**src/rtl/dma_chan_pkg.sv**
```systemverilog
// Shared types for the DMA channel: sequencer states, register selects
// and the packed control word. Assumes a single channel per instance.
package dma_chan_pkg;

    typedef enum logic [1:0] {
        ST_IDLE = 2'd0,
        ST_RD   = 2'd1,
        ST_WR   = 2'd2,
        ST_ONE  = 2'd3
    } dma_state_e;

    typedef enum logic [1:0] {
        SEL_SRC  = 2'd0,
        SEL_DST  = 2'd1,
        SEL_CNT  = 2'd2,
        SEL_CTRL = 2'd3
    } reg_sel_e;

    // Bit 0 is the least significant field (the last one listed).
    typedef struct packed {
        logic dst_inc;    // bit 5
        logic src_inc;    // bit 4
        logic eot_en;     // bit 3
        logic to_mem;     // bit 2: 1 = peripheral to memory
        logic one_cycle;  // bit 1: 1 = acknowledge-strobe mode
        logic run;        // bit 0
    } chan_ctrl_t;

    localparam int CTRL_W = $bits(chan_ctrl_t);

endpackage

```
**src/rtl/dma_chan_regs.sv**
```systemverilog
// Configuration registers of the channel: source and destination pointers,
// transfer count and control word. Software writes are dropped while the
// sequencer is busy. Hardware updates the pointers and the count at the end
// of each transfer, and clears the run bit after the final one.
// Assumes CW <= AW and CTRL_W <= AW.
module dma_chan_regs
    import dma_chan_pkg::*;
#(
    parameter int AW   = 16,
    parameter int CW   = 16,
    parameter int STEP = 1
) (
    input  logic          clk,
    input  logic          rst_n,
    input  logic          cfg_we,
    input  logic [1:0]    cfg_sel,
    input  logic [AW-1:0] cfg_wdata,
    input  logic          busy,
    input  logic          xfer_done,
    output logic [AW-1:0] src_q,
    output logic [AW-1:0] dst_q,
    output logic [CW-1:0] cnt_q,
    output chan_ctrl_t    ctrl_q,
    output logic          last
);

    localparam logic [AW-1:0] STEP_V = AW'(STEP);
    localparam logic [CW-1:0] ONE_C  = CW'(1);

    logic use_src;
    logic use_dst;

    // Which pointers the current mode actually puts on the bus.
    always_comb begin
        use_src = !ctrl_q.one_cycle || !ctrl_q.to_mem;
        use_dst = !ctrl_q.one_cycle ||  ctrl_q.to_mem;
    end

    assign last = (cnt_q == ONE_C);

    // Register update: reset, hardware progress, or an accepted software write.
    always_ff @(posedge clk) begin
        if (!rst_n) begin
            src_q  <= '0;
            dst_q  <= '0;
            cnt_q  <= '0;
            ctrl_q <= '0;
        end else if (xfer_done) begin
            cnt_q <= cnt_q - ONE_C;
            if (last)
                ctrl_q.run <= 1'b0;
            if (ctrl_q.src_inc && use_src)
                src_q <= src_q + STEP_V;
            if (ctrl_q.dst_inc && use_dst)
                dst_q <= dst_q + STEP_V;
        end else if (cfg_we && !busy) begin
            case (reg_sel_e'(cfg_sel))
                SEL_SRC:  src_q  <= cfg_wdata;
                SEL_DST:  dst_q  <= cfg_wdata;
                SEL_CNT:  cnt_q  <= cfg_wdata[CW-1:0];
                default:  ctrl_q <= chan_ctrl_t'(cfg_wdata[CTRL_W-1:0]);
            endcase
        end
    end

    // each completed transfer takes exactly one off the count.
    p_cnt_dec_r7: assert property (@(posedge clk) disable iff (!rst_n)
        xfer_done |=> cnt_q == $past(cnt_q) - ONE_C);

    // the final transfer disarms the channel.
    p_disarm_r7: assert property (@(posedge clk) disable iff (!rst_n)
        (xfer_done && last) |=> !ctrl_q.run);

    // nothing moves while a read cycle of a transfer is in flight.
    p_busy_hold_r10: assert property (@(posedge clk) disable iff (!rst_n)
        (busy && !xfer_done) |=> ($stable(src_q) && $stable(dst_q) && $stable(cnt_q)));

    // in memory-to-peripheral one-cycle mode the destination is left alone.
    p_unused_dst_r4: assert property (@(posedge clk) disable iff (!rst_n)
        (xfer_done && ctrl_q.one_cycle && !ctrl_q.to_mem) |=> $stable(dst_q));

    // in peripheral-to-memory one-cycle mode the source is left alone.
    p_unused_src_r4: assert property (@(posedge clk) disable iff (!rst_n)
        (xfer_done && ctrl_q.one_cycle && ctrl_q.to_mem) |=> $stable(src_q));

endmodule

```
**src/rtl/dma_chan_seq.sv**
```systemverilog
// Bus sequencer of the channel. Each clock is one bus cycle. Two-cycle mode
// runs read/write pairs back to back until the count is used up. One-cycle
// mode makes one acknowledge-strobed cycle per request. Strobes and the
// address decode straight from the state register.
// Assumes the register block holds its values steady while busy is high.
module dma_chan_seq
    import dma_chan_pkg::*;
#(
    parameter int AW = 16,
    parameter int DW = 16,
    parameter int CW = 16
) (
    input  logic          clk,
    input  logic          rst_n,
    input  chan_ctrl_t    ctrl,
    input  logic [AW-1:0] src_q,
    input  logic [AW-1:0] dst_q,
    input  logic [CW-1:0] cnt_q,
    input  logic          last,
    input  logic          req,
    input  logic [DW-1:0] rdata,
    output logic [AW-1:0] addr,
    output logic          rd,
    output logic          wr,
    output logic          ack_n,
    output logic          eot,
    output logic [DW-1:0] wdata,
    output logic          busy,
    output logic          xfer_done
);

    dma_state_e    state_q;
    dma_state_e    state_d;
    logic [DW-1:0] buf_q;
    logic          can_go;

    assign can_go = ctrl.run && (cnt_q != '0);

    // Next bus cycle selection.
    always_comb begin
        state_d = state_q;
        case (state_q)
            ST_IDLE: begin
                if (can_go) begin
                    if (!ctrl.one_cycle)
                        state_d = ST_RD;
                    else if (req)
                        state_d = ST_ONE;
                end
            end
            ST_RD:   state_d = ST_WR;
            ST_WR:   state_d = last ? ST_IDLE : ST_RD;
            default: state_d = ST_IDLE;
        endcase
    end

    // State register.
    always_ff @(posedge clk) begin
        if (!rst_n)
            state_q <= ST_IDLE;
        else
            state_q <= state_d;
    end

    // Hold the word fetched in the read cycle for the write cycle.
    always_ff @(posedge clk) begin
        if (!rst_n)
            buf_q <= '0;
        else if (state_q == ST_RD)
            buf_q <= rdata;
    end

    // Bus strobe, address and data decode for the current cycle.
    always_comb begin
        rd    = 1'b0;
        wr    = 1'b0;
        ack_n = 1'b1;
        addr  = '0;
        wdata = '0;
        case (state_q)
            ST_RD: begin
                rd   = 1'b1;
                addr = src_q;
            end
            ST_WR: begin
                wr    = 1'b1;
                addr  = dst_q;
                wdata = buf_q;
            end
            ST_ONE: begin
                ack_n = 1'b0;
                rd    = !ctrl.to_mem;
                wr    =  ctrl.to_mem;
                addr  = ctrl.to_mem ? dst_q : src_q;
            end
            default: ;
        endcase
    end

    assign busy      = (state_q != ST_IDLE);
    assign xfer_done = (state_q == ST_WR) || (state_q == ST_ONE);
    assign eot       = xfer_done && last && ctrl.eot_en;

    // a two-cycle read is followed by a write carrying the word read.
    p_rd_then_wr_r1: assert property (@(posedge clk) disable iff (!rst_n)
        (rd && ack_n) |=> (wr && wdata == $past(rdata)));

    // the acknowledge strobe lasts a single cycle per request.
    p_ack_single_r2: assert property (@(posedge clk) disable iff (!rst_n)
        !ack_n |=> ack_n);

    // an acknowledged cycle carries exactly one memory strobe.
    p_ack_strobe_r3: assert property (@(posedge clk) disable iff (!rst_n)
        !ack_n |-> (rd != wr));

    // never read and write in the same cycle.
    p_no_rd_wr_r5: assert property (@(posedge clk) disable iff (!rst_n)
        !(rd && wr));

    // the end pulse only marks an enabled, real bus cycle.
    p_eot_gate_r6: assert property (@(posedge clk) disable iff (!rst_n)
        eot |-> (ctrl.eot_en && (rd || wr)));

    // an accepted request yields an acknowledged cycle next.
    p_req_start_r9: assert property (@(posedge clk) disable iff (!rst_n)
        (!busy && can_go && ctrl.one_cycle && req) |=> !ack_n);

endmodule

```
**src/rtl/dma_chan.sv**
```systemverilog
// Top of the single/dual address DMA channel. It joins the configuration
// registers to the bus sequencer. Each clock is one external bus cycle.
// Assumes bus_rdata is valid in the cycle where bus_rd is high.
module dma_chan
    import dma_chan_pkg::*;
#(
    parameter int AW   = 16,
    parameter int DW   = 16,
    parameter int CW   = 16,
    parameter int STEP = 1
) (
    input  logic          clk,
    input  logic          rst_n,
    input  logic          cfg_we,
    input  logic [1:0]    cfg_sel,
    input  logic [AW-1:0] cfg_wdata,
    input  logic          dreq,
    input  logic [DW-1:0] bus_rdata,
    output logic [AW-1:0] bus_addr,
    output logic          bus_rd,
    output logic          bus_wr,
    output logic [DW-1:0] bus_wdata,
    output logic          dack_n,
    output logic          xfer_end
);

    logic [AW-1:0] src_q;
    logic [AW-1:0] dst_q;
    logic [CW-1:0] cnt_q;
    chan_ctrl_t    ctrl_q;
    logic          last;
    logic          busy;
    logic          xfer_done;

    dma_chan_regs #(.AW(AW), .CW(CW), .STEP(STEP)) u_regs (
        .clk       (clk),
        .rst_n     (rst_n),
        .cfg_we    (cfg_we),
        .cfg_sel   (cfg_sel),
        .cfg_wdata (cfg_wdata),
        .busy      (busy),
        .xfer_done (xfer_done),
        .src_q     (src_q),
        .dst_q     (dst_q),
        .cnt_q     (cnt_q),
        .ctrl_q    (ctrl_q),
        .last      (last)
    );

    dma_chan_seq #(.AW(AW), .DW(DW), .CW(CW)) u_seq (
        .clk       (clk),
        .rst_n     (rst_n),
        .ctrl      (ctrl_q),
        .src_q     (src_q),
        .dst_q     (dst_q),
        .cnt_q     (cnt_q),
        .last      (last),
        .req       (dreq),
        .rdata     (bus_rdata),
        .addr      (bus_addr),
        .rd        (bus_rd),
        .wr        (bus_wr),
        .ack_n     (dack_n),
        .eot       (xfer_end),
        .wdata     (bus_wdata),
        .busy      (busy),
        .xfer_done (xfer_done)
    );

    // the acknowledge strobe only appears in one-cycle mode.
    p_ack_mode_r5: assert property (@(posedge clk) disable iff (!rst_n)
        !dack_n |-> ctrl_q.one_cycle);

endmodule

```
**config.mk**
```make
export PLATFORM = sky130hd
export DESIGN_NAME = dma_chan
export DESIGN_NICKNAME = d
export VERILOG_FILES = /design/src/rtl/dma_chan_pkg.sv /design/src/rtl/dma_chan_regs.sv /design/src/rtl/dma_chan_seq.sv /design/src/rtl/dma_chan.sv
export SDC_FILE = /design/constraint.sdc
export NUM_CORES = 1
export LEC_CHECK = 0
export BUFFER_PORTS_ARGS = -buffer_cell sky130_fd_sc_hd__buf_2
export CAP_MARGIN = 20
export CORE_UTILIZATION = 44
export CTS_CLUSTER_DIAMETER = 60
export CTS_CLUSTER_SIZE = 10
export DETAILED_ROUTE_END_ITERATION = 6
export GPL_ROUTABILITY_DRIVEN = 0
export HOLD_SLACK_MARGIN = 0.02
export PLACE_DENSITY = 0.72
export SETUP_SLACK_MARGIN = 0.3
export SYNTH_ARGS = -nofsm -noshare
export SYNTH_HDL_FRONTEND = slang
export SYNTH_SLANG_ARGS = --single-unit
```
**constraint.sdc**
```tcl
create_clock -name clk -period 2.33 [get_ports clk]
set_input_delay 0.1165 -clock clk [delete_from_list [all_inputs] [get_ports clk]]
set_output_delay 0.1165 -clock clk [all_outputs]
set_load 0.05 [all_outputs]
```
# Yosys cells after proc, flatten, opt, wreduce, memory -nomap -nowiden
# Index checks and enable logic that the tools add are counted.
[classes]
add_sub_neg = 3
n_eq_ne = 12
mux = 26
n_bitwise = 2
n_reduce_logical = 27
[op_table]
columns = ["operator", "count"]
rows = [
  ["$mux 16", 13],
  ["$pmux 16 s3", 1],
  ["$add 16x1->16 const B", 2],
  ["$eq 16x1->1 const B", 1],
  ["$reduce_bool 16->1", 1],
  ["$sub 16x1->16 const B", 1],
  ["$reduce_and 3->1", 4],
  ["$reduce_bool 2->1", 5],
  ["$eq 2x2->1 const B", 3],
  ["$logic_and 1x1->1", 6],
  ["$mux 1", 6],
  ["$mux 2", 3],
  ["$ne 2x1->1 const B", 3],
  ["$pmux 2 s3", 1],
  ["$eq 2x1->1 const B", 2],
  ["$logic_not 2->1", 2],
  ["$ne 2x2->1 const B", 2],
  ["$pmux 1 s2", 2],
  ["$reduce_and 2->1", 2],
  ["$logic_not 1->1", 3],
  ["$logic_or 1x1->1", 3],
  ["$ne 3x3->1 const B", 1],
  ["$reduce_or 3->1", 1],
  ["$not 1->1", 2],
]
[word_totals]
register_bits = 72
input_bits = 38
output_inout_bits = 36
word_cells = 81

# Longest topological paths before layout
[logic_depth]
word_depth = 5
depth_mapped = 7

# Modules after synthesis
# Synthesis repeated with hierarchy kept, for this count alone.
[hier_totals]
hier_cells = 545
hier_area_um2 = 4137.7
[by_module_without_submodules]
columns = ["mod", "n_inst", "cells_per_inst", "area_per_inst_um2", "seq_area_each_um2"]
rows = [
  ["dma_chan_regs", 1, 413, 3075.4, 1081.0],
  ["dma_chan_seq", 1, 132, 1062.3, 360.3],
]

# Least setup slack after synthesis
# No wires, ideal clock.
[synth_path]
kind = "register to output"
start = "reg u_seq.state_q[1]"
end = "out bus_addr[0]"
t_arrival_ps = 2262
slack_ps = -48
path_stages_with_launch = 6
n_path_buf = 3
cell_sequence = "dfxtp_1 > buf_2 > buf_2 > a21boi_1 > clkbuf_1 > a22o_1"
[synth_between]
elab_chain_len = 2
[synth_lines]
columns = ["element", "line", "source"]
rows = [
  ["start, declared", "dma_chan_seq.sv:32", "dma_state_e state_q;"],
  ["start signal, assigned", "dma_chan_seq.sv:62", "state_q <= state_d;"],
  ["$eq 2x2->1 or $eq 2x1->1 (tied branches)", "dma_chan_seq.sv:80", "case (state_q)"],
  ["$pmux 16 s3 *", "dma_chan_seq.sv:80", ""],
  ["end, declared", "dma_chan.sv:19", "output logic [AW-1:0] bus_addr,"],
]
# Mark *: on every way between the ends. The rest lies on a longest branch, timed or not.

# Worst setup path in the final report
[layout_path]
start = "reg u_regs.cnt_q[5]"
end = "out xfer_end"
[layout_between]
elab_chain_len = 3
[layout_lines]
columns = ["element", "line", "source"]
rows = [
  ["start, declared", "dma_chan_regs.sv:22", "output logic [CW-1:0] cnt_q,"],
  ["start signal, assigned", "dma_chan_regs.sv:49", "cnt_q <= cnt_q - ONE_C;"],
  ["start signal, assigned", "dma_chan_regs.sv:60", "SEL_CNT: cnt_q <= cfg_wdata[CW-1:0];"],
  ["$eq 16x1->1", "dma_chan_regs.sv:39", "assign last = (cnt_q == ONE_C);"],
  ["$logic_and 1x1->1 (2 in series)", "dma_chan_seq.sv:102", "assign eot = xfer_done && last && ctrl.eot_en;"],
  ["end, declared", "dma_chan.sv:24", "output logic xfer_end"],
]
# No other way between the ends.

==> results.yml <==
status:
  status: "finished clean"
synth:
  yosys_register_bits: 72
  synth.top_cells.by_count: "nand2_1, dfxtp_1, a21oi_1"
  synth_cells: 540
  yosys_warnings: 0
  synth-edff-count: 0
  ys_seq_area_share_pct: 35.1
  netlist.area_leader.share_pct: 35.1
  synthArstFlopShare_pct: 0
  yosysMostFrequentCell: "nand2_1"
  yosysTopAreaCell: "dfxtp_1"
  synthFlopType: "dfxtp_1"
  synth.distinct_cells: 58
  synth_fp_nets: 582
  synthTopCellsByArea: "dfxtp_1, a21oi_1, nand2_1"
  synth_area_per_cell_um2: 7.60
  syn-cell-area_um2: 4100
timing:
  drv_slew: 0
  worst_pin_slew_ps: 687
  finalClockSkew_ps: 17.4
  rsz0062_at_grt: "yes"
  hold_viol: 0
  fmax_mhz: 502
  timing.final.crit_period_ps: 1990
  slew_headroom_pct: 54.2
  finalSetupViolCount: 0
  timing.final.crit_share_pct: 85.4
  tns_ps: 0
setup_path:
  start_kind: "flip-flop"
  r2r_slack_ps: 370
  path_max_fanout: 6
  critPathKind: "flip-flop to output pin"
  crit_arrival_ps: 1870
  rr_worst_depth: 5
  cp.required_ps: 2210
  end_kind: "output pin"
cts:
  cts_root_buf: "clkbuf_8"
  htree_num_levels: 3
  clock_latency_ps: 360
  cts_tree: "yes"
  cts_sinks: 72
  clock_path_buffers: 2
  cts_buffers: 9
  clk_pin_slew_ps: 80
power_and_ir_drop:
  p_leak_nw: 2.05
  power_mw: 2.76
  peakVddDrop_mv: 0.285
  powerDensity_nw_per_um2: 536
floorplanning:
  fp.dieH_um: 98.6
  fp.dieW_um: 98.6
  core_um2: 8890
  rows: 34
  die-area_um2: 9710
  pin_count: 74
  start_util_pct: 46.1
finish:
  drive_gt1_share_pct: 23.1
  fill_cells: 817
  syn_to_final_growth_pct: 25.4
  design_area_um2: 5140
  final_nets: 677
  utilization_pct: 57.9
  num_antenna_cells: 0
detailed_routing:
  postRouteAntennaNets: 0
  drc: 0
  drt-initial-drc-count: 260
  first_pass_iters: 5
  wl_um: 13300
  detail_route.wl_per_cell_um: 17.8
  vias_per_cell: 6.10
  vias: 4564
worst_hold_path:
  worstHoldPathCells: 3
  hold_path_class: "input port to flip-flop"
placed_design:
  dpl.hpwl_um: 9040
  postPlaceCellArea_um2: 4630
  port_buffers: 73
global_routing:
  grt_max_degree: 36
  grt_overflow_total: 0
  grt_util_all_layers_pct: 27.3
  antenna_found_initial: 0
  grt_pass1_vias: 4183
  grt_pass1_wl_um: 21000
job:
  drv_cap: 0
cell families after synthesis:
family                     share of synthesized area [%]
DFF                                                 35.1
buffers and inverters                               4.42
muxes                                               2.93
and+or+nand+nor                                     30.0
AOI/OAI and AO/OA                                   26.3
adders and majority gates                           1.22
per-layer routing:
layer  global-route usage [%]  up-vias  routed length [µm]
met1                     33.6     2152                5250
li1                         -     2174                   -
met4                     12.5        0                 373
met5                        0        -                   0
met3                     6.31       35                1160
met2                     45.6      203                6530
critical path: stages (launching register included):
cell and delay [ps]:
dfxtp_2 350, or4_4 540, nor3_4 140, and3_4 210, and2_4 140, buf_8 140
flip-flops by register name (all words and copies together), names as in the netlist:
register / cells
u_regs.cnt_q: 16
u_regs.dst_q: 16
u_regs.src_q: 16
u_seq.buf_q: 16
u_regs.ctrl_q: 6
u_seq.state_q: 2
area by class of cell:
| class | instances | area [µm²] | share of cell area, % |
|---|---|---|---|
| sequential | 72 | 1450 | 28.2 |
| multi-input combinational | 423 | 2550 | 49.5 |
| timing repair buffer | 119 | 763 | 14.8 |
| inverter | 10 | 41.3 | 0.803 |
| clock inverter | 7 | 80.1 | 1.56 |
| tap | 108 | 135 | 2.63 |
| clock buffer | 9 | 124 | 2.41 |
through the flow:
| stage | instances | hold slack, ps | setup slack [ps] |
|---|---|---|---|
| floorplan | 540 | 252 | 367 |
| global placement | 707 | 357 | 358 |
| detailed placement | 707 | 363 | 292 |
| CTS | 743 | 25.1 | 191 |
| global route | 748 | 39.3 | 300 |
| finish | 748 | 39.4 | 340 |
what timing repair did:
item	CTS	global route
endpoints found under the setup margin	20	36
resized for setup	7	16
hold buffers	16	0
pin swaps	1	4
setup buffers	4	5
hold endpoints to repair	16	0
final timing paths:
check	endpoint	start
min reg2reg	u_seq.buf_q[9]$_SDFFE_PN0P_	u_seq.buf_q[9]$_SDFFE_PN0P_
max reg2reg	u_regs.src_q[5]$_SDFFE_PN0P_	u_seq.state_q[1]$_SDFFE_PN0P_
max	xfer_end	u_regs.cnt_q[5]$_SDFFE_PN0P_
min	u_regs.ctrl_q[5]$_SDFFE_PN0P_	cfg_wdata[5]
power breakdown:
part	leakage (nW)	switching (mW)	internal (mW)
Combinational	1.36	0.218	0.169
Sequential	0.587	0.0595	1.28
Clock	0.0964	0.528	0.506
cells in the final DEF, fill, tap and decap left out, types with 9 or more instances in the layout:
master / netlist / layout
nand3_1: 25 / 25
o21ai_0: 18 / 18
dlygate4sd3_1: 0 / 16
nor2b_1: 13 / 13
nor3_1: 24 / 24
and2_1: 20 / 19
nand2_1: 75 / 75
a21oi_1: 59 / 59
a22o_2: 0 / 9
clkbuf_8: 0 / 9
mux2i_1: 12 / 12
buf_4: 1 / 30
inv_1: 10 / 9
buf_2: 6 / 71
dfxtp_1: 72 / 67
nor2_1: 43 / 42
a211oi_1: 9 / 9
a22o_1: 18 / 9
No activity file was read; power rests on OpenSTA's default activity.
